## config.mk

```make
export PLATFORM = sky130hd
export DESIGN_NAME = irqc_cascade
export DESIGN_NICKNAME = d
export VERILOG_FILES = /design/src/rtl/irqc_pkg.sv /design/src/rtl/irqc_rst_sync.sv /design/src/rtl/irqc_sync.sv /design/src/rtl/irqc_regs.sv /design/src/rtl/irqc_fold.sv /design/src/rtl/irqc_cascade.sv
export SDC_FILE = /design/constraint.sdc
export NUM_CORES = 1
export LEC_CHECK = 0
export BUFFER_PORTS_ARGS = -buffer_cell sky130_fd_sc_hd__buf_2
export CELL_PAD_IN_SITES_DETAIL_PLACEMENT = 1
export CELL_PAD_IN_SITES_GLOBAL_PLACEMENT = 1
export CORE_MARGIN = 10
export CORE_UTILIZATION = 39
export CTS_CLUSTER_DIAMETER = 80
export CTS_CLUSTER_SIZE = 40
export DETAILED_ROUTE_END_ITERATION = 10
export PLACE_DENSITY = 0.7
export SLEW_MARGIN = 20
export SYNTH_ARGS = -nofsm -noshare
export SYNTH_HDL_FRONTEND = slang
export SYNTH_SLANG_ARGS = --single-unit
```

## constraint.sdc

```tcl
create_clock -name clk -period 7.08 [get_ports clk]
set_input_delay 0.354 -clock clk [delete_from_list [all_inputs] [get_ports clk]]
set_output_delay 0.354 -clock clk [all_outputs]
set_load 0.02 [all_outputs]
```

## src/rtl/irqc_pkg.sv

```systemverilog
package irqc_pkg;
  // Register byte addresses
  localparam int unsigned A_L0_STAT   = 0;
  localparam int unsigned A_L0_MASK   = 1;
  localparam int unsigned A_L1_STAT   = 2;
  localparam int unsigned A_L1_MASK   = 3;
  localparam int unsigned A_MAP_STAT  = 4;
  localparam int unsigned A_MAP_MASK0 = 5;
  localparam int unsigned A_MAP_MASK1 = A_MAP_MASK0 + 4;

  // Local bit positions that carry the folded mappable results
  localparam int unsigned FOLD0_BIT = 7;
  localparam int unsigned FOLD1_BIT = 3;

  // Index of each mask inside the mask bank
  localparam int unsigned NUM_MASKS = 4;
  localparam int unsigned MI_L0 = 0;
  localparam int unsigned MI_L1 = 1;
  localparam int unsigned MI_M0 = 2;
  localparam int unsigned MI_M1 = 3;

  function automatic int unsigned mask_addr(input int unsigned idx);
    case (idx)
      MI_L0:   mask_addr = A_L0_MASK;
      MI_L1:   mask_addr = A_L1_MASK;
      MI_M0:   mask_addr = A_MAP_MASK0;
      default: mask_addr = A_MAP_MASK1;
    endcase
  endfunction
endpackage

```

## src/rtl/irqc_rst_sync.sv

```systemverilog
module irqc_rst_sync (
  input  logic clk,
  input  logic rst_n,
  output logic rst_sync_n
);
  logic [1:0] sr_q;
  logic [1:0] sr_d;

  always_comb begin
    sr_d = {sr_q[0], 1'b1};
  end

  always_ff @(posedge clk or negedge rst_n) begin
    if (!rst_n) sr_q <= 2'b00;
    else        sr_q <= sr_d;
  end

  assign rst_sync_n = sr_q[1];
endmodule

```

## src/rtl/irqc_sync.sv

```systemverilog
module irqc_sync #(
  parameter int unsigned W      = 8,
  parameter int unsigned STAGES = 2
) (
  input  logic         clk,
  input  logic         rst_n,
  input  logic [W-1:0] din,
  output logic [W-1:0] dout
);
  logic [STAGES-1:0][W-1:0] stg_q;
  logic [STAGES-1:0][W-1:0] stg_d;

  always_comb begin
    stg_d[0] = din;
    for (int s = 1; s < STAGES; s++) begin
      stg_d[s] = stg_q[s-1];
    end
  end

  always_ff @(posedge clk or negedge rst_n) begin
    if (!rst_n) stg_q <= '0;
    else        stg_q <= stg_d;
  end

  assign dout = stg_q[STAGES-1];
endmodule

```

## src/rtl/irqc_regs.sv

```systemverilog
module irqc_regs
  import irqc_pkg::*;
#(
  parameter int unsigned GRP_W  = 8,
  parameter int unsigned ADDR_W = 4
) (
  input  logic              clk,
  input  logic              rst_n,
  input  logic              wr_en,
  input  logic              rd_en,
  input  logic [ADDR_W-1:0] addr,
  input  logic [GRP_W-1:0]  wr_data,
  input  logic [GRP_W-1:0]  stat_l0,
  input  logic [GRP_W-1:0]  stat_l1,
  input  logic [GRP_W-1:0]  stat_m,
  output logic [GRP_W-1:0]  mask_l0,
  output logic [GRP_W-1:0]  mask_l1,
  output logic [GRP_W-1:0]  mask_m0,
  output logic [GRP_W-1:0]  mask_m1,
  output logic [GRP_W-1:0]  rd_data
);
  localparam logic [ADDR_W-1:0] AD_L0S = ADDR_W'(A_L0_STAT);
  localparam logic [ADDR_W-1:0] AD_L1S = ADDR_W'(A_L1_STAT);
  localparam logic [ADDR_W-1:0] AD_MS  = ADDR_W'(A_MAP_STAT);

  logic [NUM_MASKS-1:0][GRP_W-1:0] mask_q;
  logic [NUM_MASKS-1:0][GRP_W-1:0] mask_d;
  logic [NUM_MASKS-1:0]            mask_hit;
  logic [GRP_W-1:0]                rd_mux;
  logic [GRP_W-1:0]                rd_q;
  logic [GRP_W-1:0]                rd_d;

  // Per-mask write decode
  for (genvar i = 0; i < NUM_MASKS; i++) begin : g_dec
    localparam logic [ADDR_W-1:0] MY_ADDR = ADDR_W'(mask_addr(i));
    assign mask_hit[i] = wr_en && (addr == MY_ADDR);
  end

  always_comb begin
    for (int i = 0; i < NUM_MASKS; i++) begin
      mask_d[i] = mask_hit[i] ? wr_data : mask_q[i];
    end
  end

  always_ff @(posedge clk or negedge rst_n) begin
    if (!rst_n) mask_q <= '0;
    else        mask_q <= mask_d;
  end

  // Read select: status bytes, mask bytes, zero elsewhere
  always_comb begin
    rd_mux = '0;
    if (addr == AD_L0S) rd_mux = stat_l0;
    if (addr == AD_L1S) rd_mux = stat_l1;
    if (addr == AD_MS)  rd_mux = stat_m;
    for (int i = 0; i < NUM_MASKS; i++) begin
      if (addr == ADDR_W'(mask_addr(i))) rd_mux = mask_q[i];
    end
  end

  always_comb begin
    rd_d = rd_en ? rd_mux : rd_q;
  end

  always_ff @(posedge clk or negedge rst_n) begin
    if (!rst_n) rd_q <= '0;
    else        rd_q <= rd_d;
  end

  assign mask_l0 = mask_q[MI_L0];
  assign mask_l1 = mask_q[MI_L1];
  assign mask_m0 = mask_q[MI_M0];
  assign mask_m1 = mask_q[MI_M1];
  assign rd_data = rd_q;
endmodule

```

## src/rtl/irqc_fold.sv

```systemverilog
module irqc_fold
  import irqc_pkg::*;
#(
  parameter int unsigned GRP_W = 8
) (
  input  logic [GRP_W-1:0] raw_l0,
  input  logic [GRP_W-1:0] raw_l1,
  input  logic [GRP_W-1:0] stat_m,
  input  logic [GRP_W-1:0] mask_l0,
  input  logic [GRP_W-1:0] mask_l1,
  input  logic [GRP_W-1:0] mask_m0,
  input  logic [GRP_W-1:0] mask_m1,
  output logic [GRP_W-1:0] stat_l0,
  output logic [GRP_W-1:0] stat_l1,
  output logic             cpu0,
  output logic             cpu1
);
  localparam int unsigned NGRP = 2;

  logic [NGRP-1:0][GRP_W-1:0] mmask;
  logic [NGRP-1:0][GRP_W-1:0] raw;
  logic [NGRP-1:0][GRP_W-1:0] lmask;
  logic [NGRP-1:0][GRP_W-1:0] lstat;
  logic [NGRP-1:0]            map_any;
  logic [NGRP-1:0]            line;

  assign mmask = {mask_m1, mask_m0};
  assign raw   = {raw_l1, raw_l0};
  assign lmask = {mask_l1, mask_l0};

  for (genvar g = 0; g < NGRP; g++) begin : g_grp
    localparam int unsigned FBIT = (g == 0) ? FOLD0_BIT : FOLD1_BIT;
    logic [GRP_W-1:0] fold_vec;
    assign map_any[g] = |(stat_m & mmask[g]);
    assign fold_vec   = GRP_W'(map_any[g]) << FBIT;
    assign lstat[g]   = raw[g] | fold_vec;
    assign line[g]    = |(lstat[g] & lmask[g]);
  end

  assign stat_l0 = lstat[0];
  assign stat_l1 = lstat[1];
  assign cpu0    = line[0];
  assign cpu1    = line[1];
endmodule

```

## src/rtl/irqc_cascade.sv

```systemverilog
module irqc_cascade #(
  parameter int unsigned GRP_W       = 8,
  parameter int unsigned ADDR_W      = 4,
  parameter int unsigned SYNC_STAGES = 2
) (
  input  logic              clk,
  input  logic              rst_n,
  input  logic [GRP_W-1:0]  irq_l0_i,
  input  logic [GRP_W-1:0]  irq_l1_i,
  input  logic [GRP_W-1:0]  irq_map_i,
  input  logic              wr_en,
  input  logic              rd_en,
  input  logic [ADDR_W-1:0] addr,
  input  logic [GRP_W-1:0]  wr_data,
  output logic [GRP_W-1:0]  rd_data,
  output logic              cpu_irq0_o,
  output logic              cpu_irq1_o
);
  localparam int unsigned SYNC_W = 3 * GRP_W;

  logic              rst_q_n;
  logic [SYNC_W-1:0] sync_out;
  logic [GRP_W-1:0]  raw_l0, raw_l1, stat_m;
  logic [GRP_W-1:0]  stat_l0, stat_l1;
  logic [GRP_W-1:0]  mask_l0, mask_l1, mask_m0, mask_m1;

  irqc_rst_sync u_rst (
    .clk        (clk),
    .rst_n      (rst_n),
    .rst_sync_n (rst_q_n)
  );

  irqc_sync #(.W(SYNC_W), .STAGES(SYNC_STAGES)) u_sync (
    .clk   (clk),
    .rst_n (rst_q_n),
    .din   ({irq_map_i, irq_l1_i, irq_l0_i}),
    .dout  (sync_out)
  );

  assign raw_l0 = sync_out[GRP_W-1:0];
  assign raw_l1 = sync_out[2*GRP_W-1:GRP_W];
  assign stat_m = sync_out[3*GRP_W-1:2*GRP_W];

  irqc_fold #(.GRP_W(GRP_W)) u_fold (
    .raw_l0  (raw_l0),
    .raw_l1  (raw_l1),
    .stat_m  (stat_m),
    .mask_l0 (mask_l0),
    .mask_l1 (mask_l1),
    .mask_m0 (mask_m0),
    .mask_m1 (mask_m1),
    .stat_l0 (stat_l0),
    .stat_l1 (stat_l1),
    .cpu0    (cpu_irq0_o),
    .cpu1    (cpu_irq1_o)
  );

  irqc_regs #(.GRP_W(GRP_W), .ADDR_W(ADDR_W)) u_regs (
    .clk     (clk),
    .rst_n   (rst_q_n),
    .wr_en   (wr_en),
    .rd_en   (rd_en),
    .addr    (addr),
    .wr_data (wr_data),
    .stat_l0 (stat_l0),
    .stat_l1 (stat_l1),
    .stat_m  (stat_m),
    .mask_l0 (mask_l0),
    .mask_l1 (mask_l1),
    .mask_m0 (mask_m0),
    .mask_m1 (mask_m1),
    .rd_data (rd_data)
  );
endmodule

```

**After elaboration in Yosys (flattened, before gate mapping)**

Index checks and enable logic that the tools add are counted.

- Mux-type cells: 7
- Bitwise logic cells: 6
- Equal/unequal tests: 6
- Reduce and logical (&&, ||, !) cells: 9

Operator list:

| kind | count |
|---|---|
| 2-to-1 mux 8 bit | 7 |
| bitwise AND 8 bit | 4 |
| OR reduction 8 bit | 4 |
| equality test 4 x 2 -> 1 bit (second input constant) | 2 |
| equality test 4 x 3 -> 1 bit (second input constant) | 2 |
| OR 8 x 4 -> 8 bit | 1 |
| OR 8 bit | 1 |
| equality test 4 x 1 -> 1 bit (second input constant) | 1 |
| equality test 4 bit (second input constant) | 1 |
| logical AND 1 bit | 4 |
| zero test 4 bit | 1 |

- Register bits: 90
- Word-level logic and storage cells: 36
- Bits of input ports: 40
- Output and inout bits: 10

**Depth between registers and ports, before layout**

- Depth in word-level cells: 10
- Gate-level depth with buffers: 8
- Mapped depth without buffers: 5

**By module**

From an unflattened synthesis, not the netlist that was laid out.

- Cell total of the unflattened synthesis: 265
- Area total of the unflattened synthesis: 3621.0 µm²

Modules (own cells, without submodules):

| module | instances | cells each | sequential area each (µm²) | area an instance (µm²) |
|---|---|---|---|---|
| irqc_regs | 1 | 180 | 1001.0 | 2093.3 |
| irqc_sync | 1 | 48 | 1201.2 | 1201.2 |
| irqc_fold | 1 | 34 | 0.0 | 272.8 |
| irqc_rst_sync | 1 | 3 | 50.0 | 53.8 |

**Worst setup path after synthesis**

Ideal clock, no wire load.

- Kind: reg2out
- Start: register u_regs.mask_q, in the netlist u_regs.mask_m1[4]
- End: output port cpu_irq1_o
- Stages on the path, launching flop included: 6
- Required time: 6.726 ns
- Data arrival time: 1.221 ns
- Slack: 5.505 ns
- Path buffers: 0
- Cell sequence: dfrtp_1 > a22o_1 > a221oi_1 > nand3_1 > nand2_1 > nand4_1

- Cells in the longest elaborated chain, start to end: 5

Ends and longest elaborated chain:

| item | RTL line | text |
|---|---|---|
| start, declared | irqc_regs.sv:26 | `logic [NUM_MASKS-1:0][GRP_W-1:0] mask_q;` |
| start signal, assigned | irqc_regs.sv:47 | `else mask_q <= mask_d;` |
| bitwise AND 8 bit | irqc_fold.sv:34 | `assign map_any[g] = \|(stat_m & mmask[g]);` |
| OR reduction 8 bit | irqc_fold.sv:34 |  |
| OR 8 x 4 -> 8 bit | irqc_fold.sv:36 | `assign lstat[g] = raw[g] \| fold_vec;` |
| bitwise AND 8 bit | irqc_fold.sv:37 | `assign line[g] = \|(lstat[g] & lmask[g]);` |
| OR reduction 8 bit | irqc_fold.sv:37 |  |
| end, declared | irqc_cascade.sv:17 | `output logic cpu_irq1_o` |

Every way passes these cells.

**Worst setup path in the final report**

- Start: register u_sync.stg_q, in the netlist u_sync.dout[20]
- End: output port cpu_irq1_o

- Cells in the longest elaborated chain, start to end: 5

Ends and longest elaborated chain:

| item | RTL line | text |
|---|---|---|
| start, declared | irqc_sync.sv:10 | `logic [STAGES-1:0][W-1:0] stg_q;` |
| start signal, assigned | irqc_sync.sv:22 | `else stg_q <= stg_d;` |
| bitwise AND 8 bit | irqc_fold.sv:34 |  |
| OR reduction 8 bit | irqc_fold.sv:34 |  |
| OR 8 x 4 -> 8 bit | irqc_fold.sv:36 |  |
| bitwise AND 8 bit | irqc_fold.sv:37 |  |
| OR reduction 8 bit | irqc_fold.sv:37 |  |

Every way passes these cells.

==> impl_metrics.yaml <==
worst_setup_path:
  rrSetupSlack_ps: 5400
  cpMaxStageDelayCell: "dfrtp_1"
  critPathCaptureType: "primary output"
  critPathLaunchType: "flop"
  crit_chain: "a22o_1 > a221oi_1 > nand3_1 > nand2_1 > nand4_1 > buf_2"
  crit_path_max_fanout: 3
  crit_arrival_ps: 1960
  crit_type: "flop to primary output"
  worstPathRequired_ps: 6730
  max_stage_delay_ps: 430
yosys:
  synth_edf_count: 0
  synth_top_area_share: 0.627
  synth-warning-count: 0
  yosysTopAreaCell: "dfrtp_1"
  ys.flop_type: "dfrtp_1"
  synth_area_leaders: "dfrtp_1 (63%), mux2_2 (9.4%), a21oi_1 (3.2%)"
  synth_common_cells: "dfrtp_1 (90), mux2_2 (30), a21oi_1 (23)"
  ys_seq_area_frac: 0.627
  yosysMostFrequentCell: "dfrtp_1"
  synth_area_um2: 3590
  synthCells: 273
  ys_ff_latch: 90
  synth_nets: 313
  synthDistinctLibCells: 36
  synth_area_per_cell_um2: 13.2
  synth-async-reset-ratio: 1.00
final_layout:
  area_delta_synth_final_pct: 15.6
  multi_input_area_um2: 1250
  fin_area_um2: 4150
  ff_latch_area_um2: 2260
  diodes: 0
  nFillCells: 967
  nets: 360
  drive_gt1_frac: 0.317
die:
  ios: 50
  die_x_um: 116
  die_area_um2: 13500
  rows: 34
  fp.coreArea_um2: 8850
  start_util: 0.406
  die_height_um: 116
power_and_ir_drop:
  power_density_nw_per_um2: 282
  irDropWorstVdd_mv: 0.131
  power_w: 0.00117
  power_leakage_nw: 1.81
clock_tree:
  clkTransAtPathRegs_ps: 90
  clock_sinks: 90
  htree_levels: 3
  tritoncts: "done"
  cts_resized: 0
  clock_latency_ps: 360
  cts-buffers-inserted: 9
  cts_buffer_depth: 2
  clock-root-buffer: "clkbuf_8"
place:
  gp_congestion: 0.891
  portBuffers: 49
  hpwlAfterDp_mm: 6.83
  place_area_um2: 3900
sta:
  fin_tns_setup_ps: 0
  fmax_ghz: 0.433
  finClkSkew_ps: 11.5
  finalSetupViolations: 0
  drv_slew: 0
  fin_crit_sh: 0.326
  slew_headroom: 0.582
  finalHoldViolCount: 0
  timing.final.crit_period_ps: 2310
  worst-slew-pin-transition_ps: 626
  rsz0062_at_grt: "false"
drt:
  first_pass_iters: 4
  drt-vias-per-instance: 5.61
  vias: 2431
  antenna_left: 0
  finalWirelength_mm: 9.33
  wl_per_cell_um: 21.5
  drt_iter0_drc: 165
  drc: 0
global_routing:
  grt_pass1_wl_mm: 14.7
  grt_util_all_layers: 0.145
  grt_max_degree: 89
  grt_pass1_vias: 2617
  gr-total-overflow: 0
  antenna_found_initial: 0
flow_run:
  maxCapViolations: 0
hold_path:
  hold_class: "primary input to flop"
status:
  status: "finished, final reports clean"
critical path, delay by kind of cell (launching register included):
family | cells | cell delay, ps
DFF | 1 | 430
buffers and inverters | 1 | 190
and+or+nand+nor | 3 | 350
AOI/OAI and AO/OA | 2 | 630
what timing repair did:
item	4_1_cts	5_1_grt
hold buffers	1	0
setup buffers	0	0
endpoints found under the hold margin	2	0
sequential cells by signal (all words and copies together), names as in the netlist:
register        flops
u_regs.mask_m1      8
u_regs.mask_l1      8
u_rst.sr_q          2
u_regs.mask_l0      8
u_sync.stg_d       24
u_regs.rd_data      8
u_sync.dout        24
u_regs.mask_m0      8
metrics by stage:
| step | hold WS (ps) | utilization | setup slack (ps) | cells |
|---|---|---|---|---|
| after floorplan | 58.4 | - | 4390 | 273 |
| after global placement | 138 | 0.441 | 4960 | 415 |
| after detailed placement | 140 | 0.441 | 4930 | 415 |
| after CTS | 75.4 | 0.466 | 4710 | 432 |
| after global routing | 72.1 | 0.469 | 4630 | 433 |
| final | 95.2 | 0.469 | 4770 | 433 |
cell type report:
cell class                      instances  share of cell area
Sequential cell                        90               0.543
Multi-Input combinational cell        165               0.302
Timing Repair Buffer                   51              0.0681
Tap cell                              108              0.0325
Clock buffer                            9              0.0298
Clock inverter                          7              0.0223
Inverter                                3             0.00271
power by group:
part,switching [W],internal (W)
Combinational,0.0000810,0.0000781
Sequential,0.0000552,0.000576
Clock,0.000181,0.000199
cells in the final DEF (no fill, tap or decap), types with 8 or more instances in the layout:
| master | count |
|---|---|
| dfrtp_1 | 89 |
| buf_2 | 49 |
| mux2_2 | 30 |
| a21oi_1 | 23 |
| o21ai_0 | 12 |
| nand2b_1 | 10 |
| clkbuf_8 | 9 |
| a22o_1 | 8 |
| nand2_1 | 8 |
| o21a_1 | 8 |
| o22ai_1 | 8 |
final timing paths:
check / startpoint / end / cells past startpoint
max: u_sync.dout[20] / cpu_irq1_o / 6
min: irq_l0_i[4] / u_sync.stg_d[28] / 1
max reg2reg: u_sync.dout[20] / u_regs.rd_data[3] / 5
min reg2reg: u_rst.sr_q[1] / u_sync.stg_d[44] / 0
max in group asynchronous: u_rst.sr_q[1] / u_sync.stg_d[24] / 1
min in group asynchronous: u_rst.sr_q[1] / u_sync.stg_d[44] / 0
cells by family (layout without fill, tap and decap cells):
family                 after synthesis  count (layout)  share of synthesized area
other                                1               1                    0.00104
buffers and inverters               18              70                     0.0247
DFF                                 90              90                      0.627
AOI/OAI and AO/OA                   85              85                      0.159
and+or+nand+nor                     41              41                     0.0710
muxes                               38              38                      0.117
routing by layer:
| metal | wire length [um] | GRT usage | vias to the layer above |
|---|---|---|---|
| li1 | - | - | 1111 |
| met2 | 4550 | 0.232 | 50 |
| met3 | 292 | 0.0326 | 12 |
| met1 | 4270 | 0.186 | 1258 |
| met5 | 0 | 0 | - |
| met4 | 218 | 0.0592 | 0 |
(Power assumes the default switching activity.)
